### src/rtl/cordic_pkg.sv
package cordic_pkg;

  typedef enum logic {
    MODE_ROTATE = 1'b0,
    MODE_VECTOR = 1'b1
  } cordicMode_e;

  // Strobes from the control module to every datapath stage.
  typedef struct packed {
    logic clear;
    logic load;
  } pipeCtrl_t;

  localparam real PI_VAL = 3.14159265358979323846;

  // atan(2^-stage) on the angle scale where pi == 2^(width-1), rounded.
  function automatic longint atanScaled(input int stage, input int width);
    real r;
    r = $atan(2.0 ** (-stage)) * (2.0 ** (width - 1)) / PI_VAL;
    return longint'(r);
  endfunction

endpackage

### src/rtl/cordic_pipe_ctrl.sv
module cordic_pipe_ctrl (
  input  logic                  syncClr,
  output cordic_pkg::pipeCtrl_t ctl
);
  // No sequencing is needed: every stage loads each cycle unless cleared.
  always_comb begin
    ctl.clear = syncClr;
    ctl.load  = ~syncClr;
  end
endmodule

### src/rtl/cordic_stage.sv
module cordic_stage #(
  parameter int                      W     = 16,
  parameter int                      SHIFT = 0,
  parameter logic signed [W-1:0]     ATAN_K = '0,
  parameter cordic_pkg::cordicMode_e MODE  = cordic_pkg::MODE_ROTATE
) (
  input  logic                  clk,
  input  logic                  rstN,
  input  cordic_pkg::pipeCtrl_t ctl,
  input  logic signed [W-1:0]   xCur,
  input  logic signed [W-1:0]   yCur,
  input  logic signed [W-1:0]   aCur,
  output logic signed [W-1:0]   xNxt,
  output logic signed [W-1:0]   yNxt,
  output logic signed [W-1:0]   aNxt
);
  logic                turnPos;   // d == +1
  logic signed [W-1:0] xSh;
  logic signed [W-1:0] ySh;
  logic signed [W-1:0] xCalc;
  logic signed [W-1:0] yCalc;
  logic signed [W-1:0] aCalc;

  generate
    if (MODE == cordic_pkg::MODE_ROTATE) begin : g_rot
      always_comb turnPos = ~aCur[W-1];
    end else begin : g_vec
      always_comb turnPos = yCur[W-1];
    end
  endgenerate

  always_comb begin
    xSh = xCur >>> SHIFT;
    ySh = yCur >>> SHIFT;
    if (turnPos) begin
      xCalc = xCur - ySh;
      yCalc = yCur + xSh;
      aCalc = aCur - ATAN_K;
    end else begin
      xCalc = xCur + ySh;
      yCalc = yCur - xSh;
      aCalc = aCur + ATAN_K;
    end
  end

  always_ff @(posedge clk or negedge rstN) begin
    if (!rstN) begin
      xNxt <= '0;
      yNxt <= '0;
      aNxt <= '0;
    end else if (ctl.clear) begin
      xNxt <= '0;
      yNxt <= '0;
      aNxt <= '0;
    end else if (ctl.load) begin
      xNxt <= xCalc;
      yNxt <= yCalc;
      aNxt <= aCalc;
    end
  end
endmodule

### src/rtl/cordic_pipe_top.sv
module cordic_pipe_top #(
  parameter int                      W    = 16,
  parameter int                      ITER = 16,
  parameter cordic_pkg::cordicMode_e MODE = cordic_pkg::MODE_ROTATE
) (
  input  logic                clk,
  input  logic                rstN,
  input  logic                syncClr,
  input  logic signed [W-1:0] xIn,
  input  logic signed [W-1:0] yIn,
  input  logic signed [W-1:0] aIn,
  output logic signed [W-1:0] xOut,
  output logic signed [W-1:0] yOut,
  output logic signed [W-1:0] aOut
);
  localparam int NODES = ITER + 1;

  cordic_pkg::pipeCtrl_t ctl;

  logic signed [W-1:0] xStg [NODES];
  logic signed [W-1:0] yStg [NODES];
  logic signed [W-1:0] aStg [NODES];

  cordic_pipe_ctrl u_ctrl (
    .syncClr (syncClr),
    .ctl     (ctl)
  );

  assign xStg[0] = xIn;
  assign yStg[0] = yIn;
  assign aStg[0] = aIn;

  generate
    for (genvar gi = 0; gi < ITER; gi++) begin : g_stage
      localparam logic signed [W-1:0] STAGE_ATAN = W'(cordic_pkg::atanScaled(gi, W));
      cordic_stage #(
        .W      (W),
        .SHIFT  (gi),
        .ATAN_K (STAGE_ATAN),
        .MODE   (MODE)
      ) u_stage (
        .clk  (clk),
        .rstN (rstN),
        .ctl  (ctl),
        .xCur (xStg[gi]),
        .yCur (yStg[gi]),
        .aCur (aStg[gi]),
        .xNxt (xStg[gi+1]),
        .yNxt (yStg[gi+1]),
        .aNxt (aStg[gi+1])
      );
    end
  endgenerate

  assign xOut = xStg[ITER];
  assign yOut = yStg[ITER];
  assign aOut = aStg[ITER];
endmodule

### config.mk
export PLATFORM = sky130hd
export DESIGN_NAME = cordic_pipe_top
export DESIGN_NICKNAME = d
export VERILOG_FILES = /design/src/rtl/cordic_pkg.sv /design/src/rtl/cordic_pipe_ctrl.sv /design/src/rtl/cordic_stage.sv /design/src/rtl/cordic_pipe_top.sv
export SDC_FILE = /design/constraint.sdc
export NUM_CORES = 2
export LEC_CHECK = 0
export BUFFER_PORTS_ARGS = -buffer_cell sky130_fd_sc_hd__buf_2
export CORE_MARGIN = 2
export CORE_UTILIZATION = 55
export CTS_CLUSTER_DIAMETER = 50
export DETAILED_ROUTE_END_ITERATION = 7
export PLACE_DENSITY = 0.79
export SYNTH_ARGS = -nofsm -noshare
export SYNTH_HDL_FRONTEND = slang
export SYNTH_SLANG_ARGS = --single-unit
### constraint.sdc
create_clock -name clk -period 4.5 [get_ports clk]
set_clock_uncertainty 0.15 [all_clocks]
set_input_delay 0.225 -clock clk [delete_from_list [all_inputs] [get_ports clk]]
set_output_delay 0.225 -clock clk [all_outputs]
set_load 0.005 [all_outputs]
* After elaboration in Yosys (flattened, before gate mapping)
Index checks and enable logic that the tools add are counted.
Storage, ports and cells: flip-flop bits (word level) 768, input bits 51, output and inout bits 48
Operators by class: $add $sub $neg 93, mux-type cells 95
Operators by type and width (count):
- $mux 16 | 95
- $add 16x1->16 | 2
- $add 16x10->16 | 2
- $add 16x11->16 | 2
- $add 16x12->16 | 2
- $add 16x13->16 | 2
- $add 16x14->16 | 2
- $add 16x15->16 | 2
- $add 16x2->16 | 2
- $add 16x2->16 const B | 2
- $add 16x3->16 | 2
- $add 16x4->16 | 2
- $add 16x5->16 | 2
- $add 16x6->16 | 2
- $add 16x7->16 | 2
- $add 16x8->16 | 2
- $add 16x9->16 | 2
- $sub 16x1->16 | 2
- $sub 16x10->16 | 2
- $sub 16x11->16 | 2
- $sub 16x12->16 | 2
- $sub 16x13->16 | 2
- $sub 16x14->16 | 2
- $sub 16x15->16 | 2
- other kinds (37) | 47

* Depth between registers and ports, before layout
word-level depth 3, gate-level depth with buffers 16

* By module
Synthesis repeated with hierarchy kept, for this count alone.
Unflattened totals: cells, all modules 8387, area, all modules 70518.9 um^2
By module, submodules not included:
- cordic_stage at g_stage[4].u_stage | instances 1, cells each 573, area each 4689.5 um^2, seq. area each 1201.2 um^2
- cordic_stage at g_stage[2].u_stage | instances 1, cells each 573, area each 4640.7 um^2, seq. area each 1201.2 um^2
- cordic_stage at g_stage[3].u_stage | instances 1, cells each 538, area each 4616.9 um^2, seq. area each 1201.2 um^2
- cordic_stage at g_stage[1].u_stage | instances 1, cells each 549, area each 4611.9 um^2, seq. area each 1201.2 um^2
- cordic_stage at g_stage[6].u_stage | instances 1, cells each 554, area each 4570.6 um^2, seq. area each 1201.2 um^2
- cordic_stage at g_stage[8].u_stage | instances 1, cells each 538, area each 4525.6 um^2, seq. area each 1201.2 um^2
- cordic_stage at g_stage[5].u_stage | instances 1, cells each 549, area each 4509.3 um^2, seq. area each 1201.2 um^2
- cordic_stage at g_stage[14].u_stage | instances 1, cells each 542, area each 4498.1 um^2, seq. area each 1201.2 um^2
- cordic_stage at g_stage[11].u_stage | instances 1, cells each 534, area each 4438.0 um^2, seq. area each 1201.2 um^2
- cordic_stage at g_stage[0].u_stage | instances 1, cells each 541, area each 4419.2 um^2, seq. area each 1176.1 um^2
- cordic_stage at g_stage[10].u_stage | instances 1, cells each 530, area each 4394.2 um^2, seq. area each 1201.2 um^2
- cordic_stage at g_stage[13].u_stage | instances 1, cells each 500, area each 4339.2 um^2, seq. area each 1201.2 um^2
- cordic_stage at g_stage[7].u_stage | instances 1, cells each 503, area each 4319.1 um^2, seq. area each 1201.2 um^2
- cordic_stage at g_stage[9].u_stage | instances 1, cells each 495, area each 4305.4 um^2, seq. area each 1201.2 um^2
- +3 rows

* Least setup slack after synthesis
No wires, ideal clock.
kind reg-to-reg, from reg g_stage[10].u_stage.aNxt[15], to reg g_stage[11].u_stage.aNxt[13], setup time 0.132 ns, data arrival time 3.125 ns, setup slack 1.093 ns, cell stages (with the launch flop) 12, path buffers 1, cell sequence dfrtp_1 > buf_1 > clkinv_1 > ha_1 > a21oi_1 > nor2b_1 > a311o_1 > a311o_1 > o31ai_1 > o21ai_1 > xnor2_1 > nor2_1
On the way: cells in the longest elaborated chain, start to end 2
Ends and longest elaborated chain:
- start, declared | RTL line cordic_stage.sv:15 | output logic signed [W-1:0] aNxt
- start signal, assigned | RTL line cordic_stage.sv:58 | aNxt <= aCalc;
- $mux 16 | RTL line cordic_stage.sv:35 | if (turnPos) begin
- $mux 16 | RTL line cordic_stage.sv:51 | end else if (ctl.clear) begin
- end signal, assigned | RTL line cordic_stage.sv:58
- end, declared | RTL line cordic_stage.sv:15
Every way passes these cells.

* Worst setup path after layout
from reg g_stage[4].u_stage.xNxt[5], to reg g_stage[5].u_stage.yNxt[12]
On the way: cells in the longest elaborated chain, start to end 3, elaborated cells on any way between the ends 4, classes of those cells add/sub (2); mux (2)
Ends and longest elaborated chain:
- start, declared | RTL line cordic_stage.sv:13 | output logic signed [W-1:0] xNxt,
- start signal, assigned | RTL line cordic_stage.sv:56 | xNxt <= xCalc;
- $add 16x11->16 or $sub 16x11->16 (tied branches) | RTL line cordic_stage.sv:37, cordic_stage.sv:41
- $mux 16 (*) | RTL line cordic_stage.sv:35
- $mux 16 (*) | RTL line cordic_stage.sv:51
- end signal, assigned | RTL line cordic_stage.sv:57 | yNxt <= yCalc;
- end, declared | RTL line cordic_stage.sv:14 | output logic signed [W-1:0] yNxt,
Every way passes the cells marked *; elsewhere a longest branch is shown, timed or not.

==> impl_metrics.json <==
{
  "syn-num-nets": 7373,
  "die_h_um": 330,
  "ys_types": 96,
  "dp_hpwl_mm": 98.7,
  "fin_util": 0.609,
  "gp_congestion": 0.929,
  "num_vias": 46700,
  "firstDrtPassIters": 8,
  "drt_iter0_drc": 3168,
  "yosysMostFrequentCell": "nor2_1",
  "r2r_cells": 15,
  "wl_per_cell_um": 16.2,
  "finalCritPeriodShare": 0.819,
  "die_w_um": 330,
  "critPathSlowestCell": "or4_1",
  "cp_num_buf_inv": 1,
  "cts_max_level": 3,
  "cts.sinks": 767,
  "synth-seq-cells": 767,
  "ys.flop_type": "dfrtp_1",
  "cap_violations": 0,
  "status": "complete, but fails checks",
  "period_needed_ns": 3.68,
  "ys_warn_count": 0,
  "endpoint_kind": "flip-flop",
  "async_flop_share": 1.00,
  "critPathLaunchType": "flip-flop",
  "ctsLongestPathBuffers": 3,
  "setup_viol": 0,
  "cts-hold-fix-buffers": 27,
  "drc_errors": 4,
  "clk_pin_slew_worst_paths_ns": 0.06,
  "synth.cell_area_sq_um": 58500,
  "rows": 119,
  "cts_setup_buffers": 0,
  "arrival_ns": 4.07,
  "crit-reg2reg-launch": "g_stage[4].u_stage.xNxt[5]$_DFF_PN0_",
  "ant_nets": 0,
  "num_antenna_cells": 0,
  "area_delta_synth_final_pct": 9.56,
  "grtUsageTotal": 0.241,
  "wirelength_mm": 131,
  "slowest_delay_ns": 0.47,
  "die_area_sq_um": 109000,
  "critPathKind": "reg -> reg",
  "drv_slew": 0,
  "rsz0062_at_grt": "no",
  "design.core.area_sq_um": 105000,
  "grt_overflow": 0,
  "vias_per_cell": 5.78,
  "grt_max_degree": 174,
  "grt_pass1_vias": 46200,
  "cts-buffers-inserted": 95,
  "r2r_slack_ns": 0.82,
  "worstMarginPinSlew_ns": 0.894,
  "synth_edf_count": 0,
  "yosysSeqAreaShare": 0.328,
  "r2r_end": "g_stage[5].u_stage.yNxt[12]$_DFF_PN0_",
  "path_cells": "inv_1, ha_1, nand2b_1, or4_1, nor3_1, nor2_1, xnor2_1, ha_1, a21o_1, a21oi_1, o21a_1, a31oi_1, a31oi_1, xor2_1, nor2_1",
  "violations": "design-rule violations",
  "synth_top_area_share": 0.328,
  "layout.nets": 7476,
  "ctsRootBufferMaster": "clkbuf_16",
  "path_max_fanout": 5,
  "finalHoldViolations": 0,
  "synth_common_cells": "nor2_1, ha_1, dfrtp_1",
  "tns_ns": 0,
  "grt_pass1_wl_mm": 220,
  "synth_area_per_cell_sq_um": 9.01,
  "required_ns": 4.88,
  "yosys.area.top_type": "dfrtp_1",
  "io_buffer_count": 98,
  "yosys-top-cells-area": "dfrtp_1, ha_1, xnor2_1",
  "cts_resized": 0,
  "cp_top_family": "compound AO/OA/AOI/OAI gates",
  "fmax_ghz": 0.271,
  "pin_count": 99,
  "slew_headroom": 0.404,
  "initial_core_util": 0.555,
  "antenna_found_initial": 1,
  "syn_inst": 6498,
  "insertion_delay_ns": 0.69,
  "cts_tree": "built",
  "hold_class": "in -> async",
  "holdWs_ns": 0.0176,
  "drive_gt1_frac": 0.0612
}
metrics by stage:
stage | setup slack (ns) | cell area [sq um] | instances
2_1_floorplan | 1.09 | 58500 | 6498
3_3_place_gp | 0.904 | 60600 | 7868
3_5_place_dp | 0.861 | 60600 | 7868
4_1_cts | 0.857 | 64100 | 8071
5_1_grt | 0.537 | 64100 | 8071
6_report | 0.816 | 64100 | 8071
layout by cell type (no fill, tap or decap), types with 26 or more instances in the layout:
cell / netlist / routed
a211oi_1: 58 / 58
a211o_1: 30 / 30
nor3_1: 220 / 220
xnor2_1: 403 / 403
o31ai_1: 42 / 42
dfrtp_1: 767 / 767
a21o_1: 203 / 203
mux2_2: 41 / 41
ha_1: 776 / 776
a21oi_1: 507 / 507
o21ai_0: 254 / 254
nand2b_1: 106 / 106
o21a_1: 113 / 113
nor2b_1: 223 / 223
fa_1: 48 / 48
buf_2: 4 / 96
buf_4: 16 / 36
o21ai_1: 44 / 44
clkbuf_16: 0 / 95
o21bai_1: 44 / 44
nand2_1: 190 / 190
nand4_1: 26 / 26
nor2_1: 937 / 937
inv_1: 364 / 363
mux2i_1: 27 / 27
and2_1: 37 / 37
and3_1: 59 / 59
xor2_1: 284 / 284
dlygate4sd3_1: 0 / 27
a31oi_1: 84 / 84
nand3_1: 68 / 68
state kept, by name, summed over array words and instances, names as in the netlist:
name and flops:
g_stage.u_stage.yNxt 255, g_stage.u_stage.aNxt 256, g_stage.u_stage.xNxt 256
layout make-up:
type	count	area, sq um
Clock buffer	120	2600
Clock inverter	56	698
Fill cell	8794	41300
Inverter	373	1400
Multi-Input combinational cell	5193	37300
Sequential cell	767	19200
Tap cell	1391	1740
Timing Repair Buffer	171	1250
how the worst max path moves through the flow:
stage | start | end | slack [ns] | depth (start not counted)
finish | g_stage[4].u_stage.xNxt[5]$_DFF_PN0_ | g_stage[5].u_stage.yNxt[12]$_DFF_PN0_ | 0.82 | 15
global route | g_stage[11].u_stage.aNxt[15]$_DFF_PN0_ | g_stage[12].u_stage.xNxt[14]$_DFF_PN0_ | 0.54 | 9
CTS | g_stage[3].u_stage.yNxt[4]$_DFF_PN0_ | g_stage[4].u_stage.xNxt[13]$_DFF_PN0_ | 0.86 | 13
detailed placement | g_stage[11].u_stage.aNxt[15]$_DFF_PN0_ | g_stage[12].u_stage.xNxt[14]$_DFF_PN0_ | 0.86 | 9
global placement | g_stage[6].u_stage.aNxt[15]$_DFF_PN0_ | g_stage[7].u_stage.xNxt[13]$_DFF_PN0_ | 0.90 | 10
floorplan | g_stage[10].u_stage.aNxt[15]$_DFF_PN0_ | g_stage[11].u_stage.aNxt[13]$_DFF_PN0_ | 1.09 | 11
per-layer routing:
metal	routed length, um	up-vias	GRT usage
met3	5020	265	0.0262
met5	0	-	0
met1	56800	22500	0.304
met4	3520	0	0.0764
li1	-	23000	-
met2	65700	951	0.430
worst reg2reg max path, delay by kind of cell (launching register included):
family | cells | cell delay, ns
AOI/OAI and AO/OA | 5 | 0.99
xor gates and xnor gates | 2 | 0.47
adders and majority gates | 2 | 0.53
buffers and inverters | 1 | 0.09
DFF | 1 | 0.46
and+or+nand+nor | 5 | 0.88
kinds of logic (layout without fill, tap and decap cells):
| group | Yosys count | in the layout | synth area share |
|---|---|---|---|
| flip-flops | 767 | 767 | 0.328 |
| buffers and inverters | 538 | 720 | 0.0357 |
| XOR/XNOR | 688 | 688 | 0.103 |
| AO/OA/AOI/OAI | 1586 | 1586 | 0.173 |
| multiplexers | 71 | 71 | 0.0131 |
| adder cells (fa/ha/maj) | 824 | 824 | 0.182 |
| AND/OR/NAND/NOR | 2024 | 2024 | 0.165 |
Power is not shown: default switching activity piles up to over one toggle a cycle in this logic, so the estimate is an artifact.
